==> src/rtl/ccr_pkg.sv <==
package ccr_pkg;

    localparam int CCR_W    = 8;
    localparam int OPC_W    = 5;

    // bit positions inside the register (layout S X H I N Z V C)
    localparam int BIT_C    = 0;
    localparam int BIT_V    = 1;
    localparam int BIT_Z    = 2;
    localparam int BIT_N    = 3;
    localparam int BIT_I    = 4;
    localparam int BIT_H    = 5;
    localparam int BIT_X    = 6;
    localparam int BIT_S    = 7;

    // one-hot operation class bit positions
    localparam int OPB_ADD  = 0;
    localparam int OPB_XFER = 1;
    localparam int OPB_RTI  = 2;
    localparam int OPB_STOP = 3;
    localparam int OPB_OTH  = 4;

    localparam logic [CCR_W-1:0] CCR_RST = 8'hD0;

    typedef struct packed {
        logic s;
        logic x;
        logic h;
        logic i;
        logic n;
        logic z;
        logic v;
        logic c;
    } ccr_t;

    typedef struct packed {
        ccr_t flags;
        logic pend;
        logic stop_go;
        logic stop_nop;
    } ctl_state_t;

    typedef struct packed {
        logic h;
        logic n;
        logic z;
        logic v;
        logic c;
    } add_flags_t;

endpackage

==> src/rtl/ccr_add_flags.sv <==
module ccr_add_flags
    import ccr_pkg::*;
#(
    parameter int DW = 8
) (
    input  logic [DW-1:0] opnd_a,
    input  logic [DW-1:0] opnd_b,
    input  logic          carry_in,
    output add_flags_t    flags
);
    localparam int HC_IDX = DW / 2 - 1;
    localparam int MSB    = DW - 1;

    logic [DW:0]   sum_w;
    logic [DW-1:0] res;

    always_comb begin
        sum_w = {1'b0, opnd_a} + {1'b0, opnd_b} + {{DW{1'b0}}, carry_in};
        res   = sum_w[DW-1:0];

        // carry out of the lower half, rebuilt from operands and result
        flags.h = (opnd_a[HC_IDX] & opnd_b[HC_IDX])
                | (opnd_b[HC_IDX] & ~res[HC_IDX])
                | (~res[HC_IDX]   & opnd_a[HC_IDX]);
        flags.n = res[MSB];
        flags.z = (res == '0);
        flags.v = (opnd_a[MSB] & opnd_b[MSB] & ~res[MSB])
                | (~opnd_a[MSB] & ~opnd_b[MSB] & res[MSB]);
        flags.c = sum_w[DW];
    end

endmodule

==> src/rtl/ccr_load_merge.sv <==
module ccr_load_merge
    import ccr_pkg::*;
(
    input  logic [CCR_W-1:0] cur,
    input  logic [CCR_W-1:0] load_byte,
    output logic [CCR_W-1:0] merged
);
    for (genvar g = 0; g < CCR_W; g++) begin : g_bit
        if (g == BIT_X) begin : g_mask
            // software may only clear the pin mask
            assign merged[g] = cur[g] & load_byte[g];
        end else begin : g_copy
            assign merged[g] = load_byte[g];
        end
    end

endmodule

==> src/rtl/ccr_stop_gate.sv <==
module ccr_stop_gate (
    input  logic op_stop,
    input  logic stop_dis,
    output logic go,
    output logic nop
);
    always_comb begin
        go  = op_stop & ~stop_dis;
        nop = op_stop &  stop_dis;
    end

endmodule

==> src/rtl/ccr_ctrl.sv <==
module ccr_ctrl
    import ccr_pkg::*;
#(
    parameter int DW = 8
) (
    input  logic             clk,
    input  logic             rst_n,
    input  logic [4:0]       op_class,
    input  logic [DW-1:0]    opnd_a,
    input  logic [DW-1:0]    opnd_b,
    input  logic             carry_in,
    input  logic [7:0]       load_byte,
    input  logic             nmi_pin,
    input  logic             stack_done,
    output logic [7:0]       ccr_out,
    output logic             irq_pend,
    output logic             stop_enter,
    output logic             stop_nop
);
    ctl_state_t  st_d, st_q;
    add_flags_t  add_f;
    logic [CCR_W-1:0] merged;
    logic        stop_go_w, stop_nop_w;

    ccr_add_flags #(.DW(DW)) add_i (
        .opnd_a   (opnd_a),
        .opnd_b   (opnd_b),
        .carry_in (carry_in),
        .flags    (add_f)
    );

    ccr_load_merge merge_i (
        .cur       (st_q.flags),
        .load_byte (load_byte),
        .merged    (merged)
    );

    ccr_stop_gate stop_i (
        .op_stop  (op_class[OPB_STOP]),
        .stop_dis (st_q.flags.s),
        .go       (stop_go_w),
        .nop      (stop_nop_w)
    );

    always_comb begin
        st_d = st_q;

        if (op_class[OPB_ADD]) begin
            st_d.flags.h = add_f.h;
            st_d.flags.n = add_f.n;
            st_d.flags.z = add_f.z;
            st_d.flags.v = add_f.v;
            st_d.flags.c = add_f.c;
        end else if (op_class[OPB_XFER] || op_class[OPB_RTI]) begin
            st_d.flags = ccr_t'(merged);
        end

        // acknowledge of the pin interrupt wins over any load
        if (stack_done) begin
            st_d.flags.x = 1'b1;
            st_d.flags.i = 1'b1;
        end

        st_d.pend     = nmi_pin & ~st_d.flags.x;
        st_d.stop_go  = stop_go_w;
        st_d.stop_nop = stop_nop_w;
    end

    always_ff @(posedge clk or negedge rst_n) begin
        if (!rst_n) begin
            st_q.flags    <= ccr_t'(CCR_RST);
            st_q.pend     <= 1'b0;
            st_q.stop_go  <= 1'b0;
            st_q.stop_nop <= 1'b0;
        end else begin
            st_q <= st_d;
        end
    end

    assign ccr_out    = st_q.flags;
    assign irq_pend   = st_q.pend;
    assign stop_enter = st_q.stop_go;
    assign stop_nop   = st_q.stop_nop;

endmodule

==> config.mk <==
export PLATFORM = sky130hd
export DESIGN_NAME = ccr_ctrl
export DESIGN_NICKNAME = d
export VERILOG_FILES = /design/src/rtl/ccr_pkg.sv /design/src/rtl/ccr_add_flags.sv /design/src/rtl/ccr_load_merge.sv /design/src/rtl/ccr_stop_gate.sv /design/src/rtl/ccr_ctrl.sv
export SDC_FILE = /design/constraint.sdc
export NUM_CORES = 1
export LEC_CHECK = 0
export ABC_AREA = 0
export BUFFER_PORTS_ARGS = -buffer_cell sky130_fd_sc_hd__buf_2
export CORE_ASPECT_RATIO = 0.8
export CORE_MARGIN = 10
export CORE_UTILIZATION = 49
export DETAILED_ROUTE_END_ITERATION = 10
export HOLD_SLACK_MARGIN = 0.03
export PLACE_DENSITY = 0.94
export SLEW_MARGIN = 20
export SYNTH_ARGS = -nofsm -noshare
export SYNTH_HDL_FRONTEND = slang
export SYNTH_SLANG_ARGS = --single-unit
==> constraint.sdc <==
create_clock -name clk -period 1.9 [get_ports clk]
set_clock_uncertainty 0.05 [all_clocks]
set_input_delay 0.285 -clock clk [delete_from_list [all_inputs] [get_ports clk]]
set_output_delay 0.285 -clock clk [all_outputs]
set_load 0.02 [all_outputs]
### Word level (Yosys, flattened, before mapping)

Cells that the tools add are included.
W data, S select, Z words.

| operators by class | value |
|---|---|
| reductions and logical operators | 6 |
| add/sub/neg operators | 2 |
| muxes and demuxes | 7 |
| eq/ne operators | 1 |
| bitwise logic cells | 21 |

Operator list:

| kind | number |
|---|---|
| $and A1 B1 Y1 | 11 |
| $add A8 B8 Y9 | 1 |
| $add A9 B1 Y9 | 1 |
| $logic_not A8 Y1 | 1 |
| $mux W7 | 1 |
| $not A1 Y1 | 7 |
| $mux W1 | 5 |
| $mux W4 | 1 |
| $reduce_and A2 Y1 | 2 |
| $reduce_bool A2 Y1 | 2 |
| $or A1 B1 Y1 | 3 |
| $ne A2 B1 Y1 const B | 1 |
| $logic_or A1 B1 Y1 | 1 |

| storage, ports and cells | value |
|---|---|
| bits of input ports | 34 |
| output and inout port bits | 11 |
| logic and storage cells | 48 |
| bits in registers | 11 |

### Depth between registers and ports, before layout

Gate-level depths: netlist of the first run.

| logic depth | value |
|---|---|
| depth in word-level cells | 7 |
| gate-level depth with buffers | 9 |

### Modules after synthesis

From an unflattened synthesis of the first run, not the netlist that was laid out.

| unflattened totals | value |
|---|---|
| cell total of the unflattened synthesis | 115 |
| area, all modules | 1076.0 um^2 |

Modules (own cells, without submodules):

| module | times used | cells an instance | area each (um^2) |
|---|---|---|---|
| ccr_add_flags | 1 | 68 | 541.8 |
| ccr_ctrl | 1 | 37 | 459.2 |
| ccr_load_merge | 1 | 8 | 58.8 |
| ccr_stop_gate | 1 | 2 | 16.3 |

### Least setup slack after synthesis of the first run

No wires, ideal clock.

| timing path | value |
|---|---|
| path type | input port to flip-flop |
| start | input opnd_a[0] |
| end | register st_q, in the netlist ccr_out[2] |
| stages | 9 |
| library setup time | 66 ps |
| path buffers | 0 |
| arrival time | 2027 ps |
| required time | 1784 ps |
| setup slack | -244 ps |
| cell sequence | inv_1 -> fa_1 -> nor2b_1 -> o21ai_0 -> nand2b_1 -> fa_1 -> nand4bb_1 -> a311oi_1 -> a41o_1 |

| on the way | value |
|---|---|
| word-level cells in the longest chain between the ends | 4 |

Ends and longest elaborated chain:

| item | line | RTL |
|---|---|---|
| start: declaration | ccr_ctrl.sv:9 | `input logic [DW-1:0] opnd_a,` |
| $add A8 B8 Y9 | ccr_add_flags.sv:18 | `sum_w = {1'b0, opnd_a} + {1'b0, opnd_b} + {{DW{1'b0}}, carry_in};` |
| $add A9 B1 Y9 | ccr_add_flags.sv:18 |  |
| $logic_not A8 Y1 | ccr_add_flags.sv:26 | `flags.z = (res == '0);` |
| $mux W4 | ccr_ctrl.sv:48 | `if (op_class[OPB_ADD]) begin` |
| end signal: assignment | ccr_ctrl.sv:76 | `st_q <= st_d;` |
| end: declaration | ccr_ctrl.sv:20 | `ctl_state_t st_d, st_q;` |

No other way between the ends.
A chain may end at the register's enable or synchronous reset.

### Worst setup path after layout of the first run

| timing path | value |
|---|---|
| start | input opnd_b[0] |
| end | register st_q, in the netlist ccr_out[2] |

| on the way | value |
|---|---|
| word-level cells in the longest chain between the ends | 4 |

Ends and longest elaborated chain:

| item | line | RTL |
|---|---|---|
| start: declaration | ccr_ctrl.sv:10 | `input logic [DW-1:0] opnd_b,` |
| $add A8 B8 Y9 | ccr_add_flags.sv:18 |  |
| $add A9 B1 Y9 | ccr_add_flags.sv:18 |  |
| $logic_not A8 Y1 | ccr_add_flags.sv:26 |  |
| $mux W4 | ccr_ctrl.sv:48 |  |

No other way between the ends.

==> results.py, run 1 <==
metrics = {
    "sta": {
        "fmax_mhz": 517,
        "max_slew_margin_pct": 69.1,
        "hold_viol_final": 0,
        "worst_pin_slew_ns": 0.459,
        "finalWorstSetupSlack_ns": -0.0337,
        "post-route-period-util_pct": 102,
        "timing.hold.ws_ns": 0.170,
        "fin_crit_ns": 1.93,
        "setup_viol": 1,
        "slew_viol_final": 0,
        "fin_setup_tns_ns": -0.0337,
        "rsz0062_at_grt": "yes",
    },
    "cells_and_area": {
        "antenna_cells": 0,
        "drive_above_1_share_pct": 50.3,
        "area_growth_pct": 44.2,
        "fin_nets": 201,
        "stdcell_count": 177,
    },
    "synth": {
        "synth_area_leaders": "dfrtp_1 22%, ha_1 11%, dfstp_2 8.5%",
        "yosys_warnings": 0,
        "synth_nets": 143,
        "synth_largest_area_cell": "dfrtp_1",
        "yosysUniqueCellTypes": 38,
        "ys.flop_type": "dfrtp_1",
        "synth_commonest_cells": "10 x inv_1, 8 x a21oi_1, 8 x dfrtp_1, 8 x ha_1, 7 x nand2_1",
        "ys_async_sr_fraction_pct": 100,
        "synth-edff-count": 0,
        "ys_seq_elements": 11,
        "yosysSeqAreaShare_pct": 30.2,
        "synth.cell_area_um2": 923,
        "synth.most_common_cell": "inv_1",
        "synth_top_area_share_pct": 21.7,
        "avgSynthCellArea_um2": 9.42,
        "netlist_instances": 98,
    },
    "hold_path": {
        "min_from": "nmi_pin",
        "worstHoldEndpoint": "irq_pend",
        "min_path_cells": 3,
        "hold_path_class": "in -> reg",
    },
    "worst_setup_path": {
        "crit_fanout": 2,
        "crit_family": "adder cells",
        "slowest_delay_ns": 0.41,
        "worstSetupPathType": "in -> reg",
        "crit_buf_inv": 2,
        "reg2reg_from": "ccr_out[1]",
        "cp.required_ns": 2.06,
        "regToRegSetupSlack_ns": 0.87,
        "r2r_cells": 2,
        "crit_slowest_cell": "fa_2",
        "worstReg2RegEnd": "ccr_out[1]",
        "critical_path.startpoint_type": "input pin",
        "critical_path_arrival_ns": 2.10,
        "crit_path_end_kind": "flip-flop",
        "crit_chain": "buf_6, inv_4, fa_2, nor2b_4, o21ai_1, nand2b_1, fa_1, nand4bb_1, a311oi_2, a41o_1",
    },
    "global_route": {
        "grt-ovfl-total": 0,
        "grt_pass1_wl_um": 4520,
        "antenna_found_initial": 0,
        "grt_pass1_vias": 1017,
        "track_usage_pct": 14.6,
        "grt_max_degree": 15,
    },
    "pwr": {
        "pwr-share-clk_pct": 20.3,
        "vdd_drop_max_mv": 0.679,
        "powerDensity_nw_per_um2": 582,
        "combPwrFrac_pct": 44.2,
        "switching_power_uw": 271,
        "internal-power_uw": 504,
        "p_leak_nw": 0.669,
        "total_power_uw": 774,
        "seq_power_share_pct": 35.5,
        "swShare_pct": 35.0,
    },
    "place": {
        "port_buffers": 43,
        "dp.cells": 170,
        "dp_hpwl_um": 2340,
        "place.gp.congestion": 0.801,
    },
    "floorplan": {
        "start_util_pct": 54.1,
        "coreArea_um2": 1710,
        "pin_count": 45,
        "die_area_um2": 4030,
        "rows": 13,
        "die_height_um": 58.8,
        "die_w_um": 68.5,
    },
    "detailed_routing": {
        "firstDrtPassIters": 4,
        "first_iter_violations": 22,
        "vias_per_cell": 5.35,
        "drc": 0,
        "vias": 947,
        "wl_per_cell_um": 16.1,
        "postRouteAntennaNets": 0,
        "finalWirelength_um": 2850,
    },
    "clock_tree": {
        "root_buffer": "clkbuf_4",
        "clk_latency_ns": 0.27,
        "clock_path_buffers": 2,
        "cts_tree": "done",
        "clk_pin_slew_worst_paths_ns": 0.07,
        "clkSinkCount": 11,
        "numCtsBuffers": 3,
        "htree_levels": 1,
    },
    "status": {
        "violations": "setup timing",
        "status": "finished, violations left",
    },
    "job": {
        "drv_cap": 0,
    },
}
[logic make-up after synthesis]
logic type	count (synthesis)	synth area share (%)
fa+ha+maj	11	17.3
xor+xnor	3	3.66
flops	11	30.2
simple gates	28	17.5
mux	2	2.30
compound gates	31	22.6
buf+inv	12	6.37
[metal layers]
layer | vias to the layer above | GRT usage (%) | wire length [µm]
met3 | 12 | 4.91 | 250
met4 | 0 | 6.30 | 125
met2 | 44 | 26.4 | 1510
met1 | 430 | 14.5 | 967
met5 | - | 0 | 0
li1 | 461 | - | -
[stage by stage]
stage | util (%) | setup slack, ns | cell area (µm²)
after floorplan | - | -0.118 | 933
after global placement | 71.6 | -0.333 | 1220
after detailed placement | 71.6 | -0.418 | 1220
after CTS | 75.2 | -0.0796 | 1280
after global routing | 77.9 | -0.116 | 1330
final | 77.9 | -0.0337 | 1330
[area by class of cell]
class                   count  area, µm²
multi-input cells          75        618
fillers                   113        377
repair buffers             55        330
flip-flops and latches     11        279
inverters                  10       50.0
well taps                  22       27.5
clock buffers               4       26.3
[worst reg2reg max path: cells and delay by family (launching register included)]
family | cells | cell delay (ns)
simple gates | 1 | 0.12
flops | 1 | 0.38
compound gates | 1 | 0.34
[cells in the final DEF (no fill, tap or decap), types with 3 or more instances in the layout]
master | netlist | routed
buf_4 | 1 | 10
buf_6 | 0 | 4
ha_1 | 8 | 8
o21ai_1 | 3 | 4
buf_2 | 0 | 40
nand2_1 | 7 | 7
clkbuf_4 | 0 | 3
a21oi_1 | 8 | 8
inv_1 | 10 | 6
o21ai_0 | 6 | 5
nor2b_1 | 4 | 3
dfstp_2 | 3 | 3
nor2_1 | 6 | 6
dfrtp_1 | 8 | 8
[power by group through the flow]
stage          logic (mW)  clock network [mW]  registers, mW
2_1_floorplan       0.162                   0          0.306
3_3_place_gp        0.292                   0          0.276
3_5_place_dp        0.309                   0          0.279
4_1_cts             0.318               0.161          0.275
5_1_grt             0.377               0.177          0.278
6_report            0.342               0.157          0.275
[registers in the layout, summed over array words and instances, names as in the netlist]
| register | cells |
|---|---|
| irq_pend | 1 |
| stop_enter | 1 |
| ccr_out | 8 |
| stop_nop | 1 |
[timing repair]
| item | 4_1_cts | 5_1_grt |
|---|---|---|
| buffers inserted | 1 | 1 |
| setup endpoints to repair | 1 | 2 |
| resized for setup | 5 | 10 |
| endpoints found under the hold margin | 8 | 0 |
| pin swaps | 6 | 8 |
| hold buffers | 1 | 0 |
[how the worst max path moves through the flow]
| stage | from | end | slack [ns] | cells after the start |
|---|---|---|---|---|
| after detailed placement | carry_in | ccr_out[2] | -0.42 | 10 |
| final | opnd_b[0] | ccr_out[2] | -0.03 | 10 |
| after CTS | opnd_b[0] | ccr_out[2] | -0.08 | 10 |
| after floorplan | carry_in | ccr_out[2] | -0.12 | 9 |
| after global routing | opnd_b[0] | ccr_out[2] | -0.12 | 10 |
| after global placement | carry_in | ccr_out[2] | -0.33 | 10 |
Power figures use the tool's default switching activity.
==> run 2: changes to the inputs <==
Settings changed: PLACE_DENSITY 0.94 to 0.95, TNS_END_PERCENT set to 10.
==> run 2 against run 1 <==
  * Routed wire length up 4.9%
  * Via count up 2.7%
  * Die area unchanged
  * Clock power down 3%
  * Non-clock buffer count down 2
  * The run still ends with setup timing left
  * Sequential power about the same
  * Maximum frequency down 2.4%
  * Register-to-register slack better by 0.09 ns
  * Cell count down 1.1%
  * Worst setup slack worse by 0.047 ns
==> results.py, run 2 (synthesis results as in run 1) <==
metrics = {
    "worst_setup_path": {
        "worstSetupPathType": "in -> reg",
        "cp.required_ns": 2.05,
        "crit_fanout": 2,
        "crit_path_end_kind": "flip-flop",
        "critical_path_arrival_ns": 2.13,
        "critical_path.startpoint_type": "input pin",
    },
    "place": {
        "place.gp.congestion": 0.822,
        "placedInstanceArea_um2": 1210,
        "dp_hpwl_um": 2480,
        "port_buffers": 43,
        "pre_cts_ws_ns": -0.482,
    },
    "clock_tree": {
        "htree_levels": 1,
        "clock_path_buffers": 2,
        "clk_pin_slew_worst_paths_ns": 0.07,
        "numCtsBuffers": 3,
        "clk_latency_ns": 0.26,
        "cts_tree": "done",
        "root_buffer": "clkbuf_4",
        "clkSinkCount": 11,
    },
    "cells_and_area": {
        "largest_register_ffs": 8,
        "nFillCells": 115,
        "fin_nets": 199,
        "drive_above_1_share_pct": 50.3,
        "antenna_cells": 0,
        "area_growth_pct": 43.5,
        "final_area_um2": 1330,
        "multi_input_area_um2": 627,
        "mostFrequentLayoutCells": "40 x buf_2, 8 x a21oi_1, 8 x dfrtp_1, 8 x buf_4",
        "seq_area_um2": 279,
        "final_common_cell": "buf_2",
    },
    "floorplan": {
        "start_util_pct": 54.1,
        "pin_count": 45,
        "die_area_um2": 4030,
        "rows": 13,
        "coreArea_um2": 1710,
        "die_w_um": 68.5,
        "die_height_um": 58.8,
    },
    "global_route": {
        "grt-ovfl-total": 0,
        "track_usage_pct": 14.8,
        "grt_max_degree": 15,
        "antenna_found_initial": 0,
        "grt_pass1_vias": 1058,
        "grt_pass1_wl_um": 4720,
    },
    "sta": {
        "max_slew_margin_pct": 71.8,
        "fmax_mhz": 505,
        "hold_viol_final": 0,
        "setup_viol": 1,
        "post-route-period-util_pct": 104,
        "rsz0062_at_grt": "yes",
        "worst_pin_slew_ns": 0.418,
        "finalWorstSetupSlack_ns": -0.0807,
        "slew_viol_final": 0,
        "fin_crit_ns": 1.98,
    },
    "detailed_routing": {
        "postRouteAntennaNets": 0,
        "wl_per_cell_um": 17.1,
        "firstDrtPassIters": 4,
        "drc": 0,
        "vias": 973,
        "first_iter_violations": 31,
        "finalWirelength_um": 2990,
        "vias_per_cell": 5.56,
    },
    "pwr": {
        "vdd_drop_max_mv": 0.635,
        "p_leak_nw": 0.654,
        "total_power_uw": 773,
        "powerDensity_nw_per_um2": 584,
    },
    "status": {
        "status": "finished, violations left",
        "violations": "setup timing",
    },
    "job": {
        "drv_cap": 0,
    },
    "hold_path": {
        "hold_path_class": "in -> reg",
    },
}
[run 2: cell count changes in the layout (fill, tap and decap cells not counted)]
cell,before,now
o21ai_2,0,1
xnor2_1,0,1
o21ai_1,4,3
ha_1,8,7
ha_4,0,1
xnor2_2,1,0
buf_4,10,8
[run 2: repair_timing]
item | in CTS | in global routing
pin swaps | 6 | 10
endpoints found under the setup margin | 1 | 2
hold buffers | 1 | 0
buffers inserted | 1 | 0
resized for setup | 5 | 11
hold endpoints to repair | 8 | 0
gates cloned | 0 | 0
[run 2: report_power, final]
part           leakage (nW)  switching (mW)  total (mW)  internal [mW]
logic                 0.507           0.189       0.346          0.157
registers             0.132          0.0126       0.275          0.263
clock network        0.0150          0.0714       0.152         0.0811
[run 2: area by class of cell]
cell class / count / share of cell area [%]
inverters: 10 / 3.78
flip-flops and latches: 11 / 21.1
clock buffers: 4 / 1.98
repair buffers: 53 / 23.8
well taps: 22 / 2.08
multi-input cells: 75 / 47.3
[run 2: routing by layer]
layer,up-vias,share of wire (%),GRT usage [%]
met5,-,0,0
met4,0,3.8,6.88
met3,18,9.7,4.54
met2,57,53,27.1
met1,439,34,14.8
li1,459,-,-
[run 2: critical path, cell delays in order]
cell,delay (ns)
buf_6,0.07
inv_4,0.03
fa_2,0.41
nor2b_4,0.15
o21ai_2,0.07
nand2b_1,0.10
fa_1,0.41
nand4bb_1,0.20
a311oi_2,0.21
a41o_1,0.20
[run 2: through the flow]
step / util, % / hold slack [ns] / TNS, ns / instances
2_1_floorplan: - / -0.0606 / -0.118 / 98
3_3_place_gp: 71.1 / 0.106 / -0.532 / 169
3_5_place_dp: 71.1 / 0.109 / -0.933 / 169
4_1_cts: 75.3 / 0.173 / -0.138 / 175
5_1_grt: 77.6 / 0.166 / -0.136 / 175
6_report: 77.6 / 0.172 / -0.0807 / 175
[run 2: path summary, 6_finish.rpt]
kind / start / end / slack [ns] / cells after the start
worst min-delay path: stack_done / ccr_out[4] / 0.17 / 2
worst max-delay path: opnd_b[0] / ccr_out[2] / -0.08 / 10
worst min register to register: ccr_out[6] / ccr_out[6] / 0.45 / 2
worst max register to register: ccr_out[1] / ccr_out[1] / 0.96 / 2
max in group asynchronous: rst_n / ccr_out[7] / 1.18 / 2
min in group asynchronous: rst_n / ccr_out[1] / 0.36 / 2
==> run 3: changes to the inputs <==
Settings changed: CORE_UTILIZATION 49 to 45, PLACE_DENSITY 0.95 to 0.89.
Clock period 1.9 ns to 2.2 ns, I/O delays scaled along.
==> run 3 against run 2 <==
  * The run now ends clean
  * Clock power down 9%
  * Via count fell by 7.6%
  * Clock-buffer cell count did not move
  * Die area increased by 6.0%
  * Sequential power shrank 13%
  * Sequential cell count unchanged
  * First-iteration DRC count fell by 42%
  * Combinational power down 26%
  * Worst setup slack better by 0.26 ns
  * Hold slack improved by 0.039 ns
  * Critical path depth unchanged
  * Largest power group unchanged
==> results.py, run 3 (synthesis results as in run 1) <==
metrics = {
    "detailed_routing": {
        "vias": 899,
        "postRouteAntennaNets": 0,
        "first_iter_violations": 18,
        "firstDrtPassIters": 4,
        "vias_per_cell": 5.20,
        "finalWirelength_um": 2510,
        "drc": 0,
        "wl_per_cell_um": 14.5,
    },
    "pwr": {
        "p_leak_nw": 0.623,
        "vdd_drop_max_mv": 0.468,
        "total_power_uw": 634,
        "powerDensity_nw_per_um2": 517,
    },
    "place": {
        "port_buffers": 43,
        "pre_cts_ws_ns": -0.217,
        "place.gp.congestion": 0.764,
        "dp_hpwl_um": 2190,
    },
    "sta": {
        "hold_viol_final": 0,
        "slew_viol_final": 0,
        "post-route-period-util_pct": 92.0,
        "max_slew_margin_pct": 71.5,
        "fin_setup_tns_ns": 0,
        "finalWorstSetupSlack_ns": 0.176,
        "setup_viol": 0,
        "worst_pin_slew_ns": 0.423,
        "fmax_mhz": 494,
        "rsz0062_at_grt": "no",
        "fin_crit_ns": 2.02,
        "timing.hold.ws_ns": 0.211,
    },
    "worst_setup_path": {
        "cp.required_ns": 2.36,
        "crit_chain": "buf_2, inv_1, fa_2, nor2b_2, o21ai_0, nand2b_1, fa_1, nand4bb_1, a311oi_1, a41o_1",
        "crit_path_end_kind": "flip-flop",
        "slowest_delay_ns": 0.41,
        "crit_fanout": 2,
        "crit_slowest_cell": "fa_1",
        "critical_path.startpoint_type": "input pin",
        "worstSetupPathType": "in -> reg",
        "critical_path_arrival_ns": 2.18,
    },
    "clock_tree": {
        "root_buffer": "clkbuf_4",
        "numCtsBuffers": 3,
        "htree_levels": 1,
        "clk_pin_slew_worst_paths_ns": 0.07,
        "clkSinkCount": 11,
        "clock_path_buffers": 2,
        "cts_tree": "done",
        "clk_latency_ns": 0.27,
    },
    "global_route": {
        "grt_max_degree": 15,
        "grt_pass1_wl_um": 3980,
        "grt_pass1_vias": 954,
        "track_usage_pct": 11.1,
        "grt-ovfl-total": 0,
        "antenna_found_initial": 0,
    },
    "cells_and_area": {
        "area_growth_pct": 32.8,
        "fin_nets": 195,
        "largest_register_ffs": 8,
        "drive_above_1_share_pct": 43.0,
        "antenna_cells": 0,
        "final_common_cell": "buf_2",
        "mostFrequentLayoutCells": "43 x buf_2, 10 x inv_1, 8 x a21oi_1, 8 x ha_1, 8 x dfrtp_1",
    },
    "floorplan": {
        "die_w_um": 70.6,
        "rows": 14,
        "coreArea_um2": 1910,
        "die_height_um": 60.5,
        "start_util_pct": 48.4,
        "die_area_um2": 4280,
        "pin_count": 45,
    },
    "hold_path": {
        "hold_path_class": "in -> reg",
    },
    "status": {
        "status": "complete, no violations",
    },
    "job": {
        "drv_cap": 0,
    },
}
==> run 3: cell types whose count changed in the layout (fill, tap and decap cells not counted), moves of 2 or more <==
cell,before,now
buf_6,4,0
inv_1,6,10
buf_2,40,43
buf_4,8,5
a311oi_1,0,2
a311oi_2,2,0
inv_4,2,0
==> run 3: area by class of cell <==
class,count,area (µm²)
inverter,10,37.5
timing repair buffer,49,263
clock buffer,4,26.3
multi-input combinational,75,591
fill,162,683
sequential,11,279
tap,24,30.0
==> run 3: final timing paths <==
path | from | end | slack (ns) | cells past startpoint
max reg2reg | ccr_out[1] | ccr_out[1] | 1.27 | 2
min in group asynchronous | rst_n | ccr_out[2] | 0.41 | 2
max | opnd_a[0] | ccr_out[2] | 0.18 | 10
min reg2reg | ccr_out[6] | ccr_out[6] | 0.46 | 2
max in group asynchronous | rst_n | ccr_out[7] | 1.43 | 2
min | stack_done | ccr_out[4] | 0.21 | 2
==> run 3: worst max-delay path: cells and delay by family <==
family | cells | cell delay [ns]
and+or+nand+nor | 3 | 0.43
adders and majority gates | 2 | 0.80
AOI/OAI and AO/OA | 3 | 0.51
buffers and inverters | 2 | 0.12
==> run 3: power by group <==
group / internal (mW) / total [mW] / switching (mW)
sequential: 0.227 / 0.239 / 0.0116
combinational: 0.116 / 0.257 / 0.142
clock: 0.0702 / 0.138 / 0.0674
==> run 3: per-stage QoR <==
stage / instance area, µm² / cells / utilization, %
2_1_floorplan: 923 / 98 / -
5_1_grt: 1230 / 173 / 64.2
4_1_cts: 1210 / 172 / 63.6
3_5_place_dp: 1180 / 167 / 61.7
6_report: 1230 / 173 / 64.2
3_3_place_gp: 1180 / 167 / 61.7
==> run 3: per-layer routing <==
layer	global-route usage (%)	vias to the layer above	part of all wire [%]
met4	1.65	0	0.80
met1	11.8	420	42
li1	-	451	-
met5	0	-	0
met3	3.92	2	5.8
met2	21.5	26	51
==> run 3: timing repair <==
| action | in CTS | in global routing |
|---|---|---|
| hold endpoints to repair | 8 | 0 |
| hold buffers | 1 | 0 |
| endpoints found under the setup margin | 0 | 1 |
| resized for setup | 0 | 2 |
| setup buffers | 0 | 1 |
